<file path="config.mk">
export PLATFORM = sky130hd
export DESIGN_NAME = progClockDivider
export DESIGN_NICKNAME = d
export VERILOG_FILES = /design/src/rtl/pcd_pkg.sv /design/src/rtl/pcdControl.sv /design/src/rtl/pcdDatapath.sv /design/src/rtl/progClockDivider.sv
export SDC_FILE = /design/constraint.sdc
export NUM_CORES = 1
export LEC_CHECK = 0
export BUFFER_PORTS_ARGS = -buffer_cell sky130_fd_sc_hd__buf_2
export CORE_MARGIN = 5
export CORE_UTILIZATION = 28
export DETAILED_ROUTE_END_ITERATION = 16
export PLACE_DENSITY_LB_ADDON = 0.3
export SETUP_SLACK_MARGIN = 0.4
export SLEW_MARGIN = 20
export SYNTH_ARGS = -nofsm -noshare
export SYNTH_HDL_FRONTEND = slang
export SYNTH_SLANG_ARGS = --single-unit
</file>
<file path="constraint.sdc">
create_clock -name clk -period 1.9 [get_ports clk]
set_input_delay 0.095 -clock clk [delete_from_list [all_inputs] [get_ports clk]]
set_output_delay 0.095 -clock clk [all_outputs]
set_load 0.05 [all_outputs]
</file>
<file path="src/rtl/pcd_pkg.sv">
package pcd_pkg;
  localparam int MODE_BIT    = 0;
  localparam int TEST_BIT    = 1;
  localparam int BASE_EN_BIT = 2;
  localparam int DIV_EN_BIT  = 3;

  typedef struct packed {
    logic periodEnd;  // full period finishes at this edge
    logic halfEnd;    // mode 1 high half finishes at this edge
    logic holdLevel;  // running mode is 50% duty (keep level between strobes)
    logic passNext;   // settings being loaded select base pass-through
  } divStrobe_t;
endpackage

</file>
<file path="src/rtl/pcdControl.sv">
module pcdControl
  import pcd_pkg::*;
#(
  parameter int DIV_W = 8
) (
  input  logic             clk,
  input  logic             rstN,
  input  logic [DIV_W-1:0] divSel,
  input  logic             modeBit,
  output divStrobe_t       strobe
);
  logic [DIV_W-1:0] cnt;
  logic [DIV_W-1:0] actN;
  logic             actMode;
  logic             phase;
  logic             atLimit;

  assign atLimit          = (cnt == actN);
  assign strobe.periodEnd = atLimit && (!actMode || phase);
  assign strobe.halfEnd   = atLimit && actMode && !phase;
  assign strobe.holdLevel = actMode;
  assign strobe.passNext  = (divSel == '0) && !modeBit;

  always_ff @(posedge clk or negedge rstN) begin
    if (!rstN) begin
      cnt     <= '0;
      actN    <= '0;
      actMode <= 1'b0;
      phase   <= 1'b0;
    end else if (strobe.periodEnd) begin
      cnt     <= '0;
      actN    <= divSel;
      actMode <= modeBit;
      phase   <= 1'b0;
    end else if (strobe.halfEnd) begin
      cnt   <= '0;
      phase <= 1'b1;
    end else begin
      cnt <= cnt + 1'b1;
    end
  end


  cnt_range_chk: assert property (@(posedge clk) disable iff (!rstN)
    cnt <= actN);


  settings_hold_chk: assert property (@(posedge clk) disable iff (!rstN)
    !strobe.periodEnd |=> ($stable(actN) && $stable(actMode)));


  phase_order_chk: assert property (@(posedge clk) disable iff (!rstN)
    (phase && !strobe.periodEnd) |=> phase);
endmodule

</file>
<file path="src/rtl/pcdDatapath.sv">
module pcdDatapath
  import pcd_pkg::*;
(
  input  logic       clk,
  input  logic       rstN,
  input  divStrobe_t strobe,
  input  logic       divEnIn,
  input  logic       baseEnIn,
  output logic       baseOut,
  output logic       divOut
);
  logic actEn;
  logic outQ;
  logic passQ;
  logic baseGateQ;

  always_ff @(posedge clk or negedge rstN) begin
    if (!rstN) begin
      actEn <= 1'b0;
      outQ  <= 1'b0;
      passQ <= 1'b0;
    end else if (strobe.periodEnd) begin
      actEn <= divEnIn;
      outQ  <= divEnIn;
      passQ <= divEnIn && strobe.passNext;
    end else if (strobe.halfEnd) begin
      outQ <= 1'b0;
    end else if (!strobe.holdLevel) begin
      outQ <= 1'b0;
    end
  end

  // enable sampled on the falling edge so the gate only moves while clk is low
  always_ff @(negedge clk or negedge rstN) begin
    if (!rstN) baseGateQ <= 1'b0;
    else       baseGateQ <= baseEnIn;
  end

  assign baseOut = clk & baseGateQ;
  assign divOut  = passQ ? clk : outQ;


  disabled_low_chk: assert property (@(posedge clk) disable iff (!rstN)
    !actEn |-> (!outQ && !passQ));


  pulse_width_chk: assert property (@(posedge clk) disable iff (!rstN)
    (outQ && !passQ && !strobe.holdLevel && !strobe.periodEnd) |=> !outQ);


  level_hold_chk: assert property (@(posedge clk) disable iff (!rstN)
    (strobe.holdLevel && !strobe.periodEnd && !strobe.halfEnd) |=> $stable(outQ));
endmodule

</file>
<file path="src/rtl/progClockDivider.sv">
module progClockDivider
  import pcd_pkg::*;
#(
  parameter int DIV_W  = 8,
  parameter int CTRL_W = 8
) (
  input  logic              clk,
  input  logic              rstN,
  input  logic [DIV_W-1:0]  divSel,
  input  logic [CTRL_W-1:0] ctrlByte,
  output logic              baseOut,
  output logic              divOut
);
  divStrobe_t strobe;
  logic       unusedCtrl;

  // test bit and upper bits are not decoded
  assign unusedCtrl = ^{ctrlByte[CTRL_W-1:DIV_EN_BIT+1], ctrlByte[TEST_BIT]};

  pcdControl #(.DIV_W(DIV_W)) i_ctrl (
    .clk     (clk),
    .rstN    (rstN),
    .divSel  (divSel),
    .modeBit (ctrlByte[MODE_BIT]),
    .strobe  (strobe)
  );

  pcdDatapath i_dp (
    .clk      (clk),
    .rstN     (rstN),
    .strobe   (strobe),
    .divEnIn  (ctrlByte[DIV_EN_BIT]),
    .baseEnIn (ctrlByte[BASE_EN_BIT]),
    .baseOut  (baseOut),
    .divOut   (divOut)
  );
endmodule

</file>
== Word level (Yosys, flattened, before mapping) ==
Cells that the tools add are included.
Storage, ports and cells
  register bits: 21
  output and inout port bits: 2
  word-level logic and storage cells: 30
Operators by class
  $add $sub $neg: 1
  equality and inequality tests: 2
  muxes and demuxes: 8
  bitwise logic cells: 1
  reductions and logical operators: 11
Operators by type and width (number)
  two-way mux 8 bit: 2
  adder 8 x 1 -> 8 bit, second input constant: 1
  equality test 8 bit: 1
  zero test 8 bit: 1
  two-way mux 1 bit: 6
  logical AND 1 bit: 5
  zero test 1 bit: 3
  != test 3 x 1 -> 1 bit, second input constant: 1
  nonzero test 2 bit: 1
  AND 1 bit: 1
  logical OR 1 bit: 1

== Logic depth before layout (Yosys ltp) ==
  depth after elaboration: 5
  mapped depth: 5

== Hierarchy ==
A second synthesis with hierarchy kept.
Second synthesis, totals
  cell total of the unflattened synthesis: 83
  area, all modules: 1017.2 sq um
Modules (own cells, without submodules)
  pcdControl: times used 1, cells an instance 72, area an instance 892.1 sq um
  pcdDatapath: times used 1, cells an instance 11, area an instance 125.1 sq um

==> run summary <==
mux cell area share after synthesis: 14.5%
Compound-Gate Fraction of Synth Area: 1.86%
crit-path max FO: 1
input/output buffers: 14
synthesized net count: 98
vias in the first global route: 858
P&R area growth vs syn: 46.0%
Yosys cell types: 24
total placed cells including tap cells: 142
TritonCTS clock tree: yes
slew at the pin with the worst max-slew slack: 359 ps
final hold vios: 0
cell row count: 21
Crit Path Class: reg -> out
Simple-Gate Fraction of Synth Area: 16.6%
Routed WL: 2240 µm
dpl hpwl: 1380 µm
met1 Use GR: 11.9%
area of the core: 3420 µm²
final core utilization: 43.2%
Reg clk slew, reported paths: 130 ps
# nets final: 143
DRC: 0
GRT met2 Usage: 13.5%
Initial Util: 29.6%
post-route ant nets: 0
Hold WC Path Type: in -> async
pre-CTS setup slack: 124 ps
worst setup path start: i_dp.baseGateQ
ant diodes: 0
Req. time, crit path: 1800 ps
die area: 4910 µm²
GR Util All Layers: 10.5%
DR iter-0 viols: 16
post-synthesis cell count: 79
GPL Wtd Cong: 0.792
Vias: 761
Finished Layout Cells: 170
largest family of logic cells by synthesized area: simple AND/OR/NAND/NOR gates
Seq/Total Area, Yosys: 52.0%
pwr dens: 1360 nW/µm²
largest net degree at the start of global routing: 21
met3 usage: 7.17%
maxcap violations: 0
Worst EP arrival: 2050 ps
Critical Path Source Type: register
failing checks: setup timing
Synth Area in Adders: 1.24%
# IOs: 20
R2R Path Start: i_ctrl.cnt[6]
Filler Cell Count: 321
most common cell after layout, fill and taps aside: dfrtp_1
Min Hold Slack: 178 ps
area of the mapped netlist: 1010 µm²
die height: 70.1 µm
Worst Slack Setup Final: -242 ps
RSZ-0062 raised after global routing: true
Clk Latency, worst-skew pair: 440 ps
worst vdd rail ir drop: 0.000445 V
Setup-failing EPs final: 2
status: finished with violations
Most Crowded Layer GR: met2
Leak: 0.682 nW
Worst setup EP type: output port
Synth Warn #: 0
Worst slew margin: 75.9%
1st-pass router iterations: 4
Synth Area in XOR/XNOR: 12.1%
commonest non-fill, non-tap cells in the layout: 20 x dfrtp_1, 13 x xor2_1, 12 x buf_2, 11 x dlygate4sd3_1, 10 x mux2_4
Worst Skew: 16.4 ps
total global routing overflow: 0
fin. max-slew vios: 0
Via density: 4.48
first-pass GRT wire length: 3840 µm
syn_area_per_cell: 12.8 µm²
initial antenna violation count: 0
Setup TNS Final: -242 ps
DR WL/cell: 13.2 µm
die span in x: 70.1 µm
#FFs+latches synth: 21
share of layout cells above drive strength 1: 45.2%
## area by class of cell
cell class / count / area [µm²] / share of cell area, %
Tap cell: 46 / 57.6 / 3.90
Multi-Input combinational cell: 57 / 517 / 35.1
Sequential cell: 21 / 526 / 35.7
Clock inverter: 1 / 5.00 / 0.340
Timing Repair Buffer: 35 / 275 / 18.7
Clock buffer: 10 / 93.8 / 6.37
## cells in the mapped netlist
master | n | share of area, %
and3_1 | 2 | 1.2
nor4_2 | 2 | 2.5
xor2_1 | 13 | 11
ha_1 | 1 | 1.2
buf_6 | 1 | 1.1
nor2_1 | 8 | 3.0
and4b_1 | 1 | 0.99
nand2_1 | 1 | 0.37
mux2_2 | 1 | 1.1
dfrtp_1 | 20 | 50
mux2_4 | 9 | 13
buf_2 | 1 | 0.50
and2_2 | 1 | 0.74
and3b_1 | 1 | 0.87
nand3_1 | 6 | 3.0
a22o_1 | 1 | 0.87
nand4b_1 | 1 | 0.87
a21oi_1 | 1 | 0.50
dfrtn_1 | 1 | 2.5
nor4_1 | 2 | 1.2
nor2b_1 | 2 | 1.2
o21ai_0 | 1 | 0.50
xnor2_1 | 1 | 0.87
and2_1 | 1 | 0.62
## worst max-delay path: stages (launching register included)
cell and delay, ps:
dfrtn_1 400, and2_4 130, buf_8 130
## metal layers
layer,wire (µm),vias to the layer above,part of all wire (%)
met4,84,0,3.7
li1,-,367,-
met3,149,10,6.6
met2,960,25,43
met1,1050,359,47
met5,0,-,0
## report_power, final
part	switching (mW)	internal, mW
registers	0.148	0.614
clock network	0.259	0.262
logic	0.287	0.432
## flip-flops by register name, summed over array words and instances (netlist names)
| signal | cells |
|---|---|
| i_ctrl.phase | 1 |
| i_dp.baseGateQ | 1 |
| i_dp.passQ | 1 |
| i_ctrl.actMode | 1 |
| i_ctrl.cnt | 8 |
| i_dp.outQ | 1 |
| i_ctrl.actN | 8 |
## what timing repair did
| action | 4_1_cts | 5_1_grt |
|---|---|---|
| hold buffers | 11 | 0 |
| endpoints found under the setup margin | 22 | 23 |
| buffers inserted | 5 | 2 |
| pin swaps | 6 | 7 |
| endpoints found under the hold margin | 30 | 0 |
| resized for setup | 17 | 9 |
| gates cloned | 1 | 0 |
## path summary, 6_finish.rpt
kind	endpoint	slack, ps	cells past startpoint
max	baseOut	-240	2
min reg2reg	i_ctrl.actN[1]	540	1
max reg2reg	i_ctrl.actN[1]	120	5
min in group clk	i_ctrl.actN[4]	430	3
max in group asynchronous	i_dp.baseGateQ	950	2
min	i_ctrl.actMode	180	3
## cells by family (layout without fill, tap and decap cells)
group           count (synthesis)  in the layout
simple gates                   28             29
flops                          21             21
xor+xnor                       14             14
mux                            10             10
compound gates                  3              3
buf+inv                         2             46
fa+ha+maj                       1              1
## through the flow
stage / power (mW) / instance area [µm²]
6_report: 2.00 / 1470
5_1_grt: 2.14 / 1470
4_1_cts: 1.90 / 1430
3_5_place_dp: 1.35 / 1160
3_3_place_gp: 1.34 / 1160
2_1_floorplan: 1.20 / 1010
Note: power is estimated with default switching activity, not from simulation.
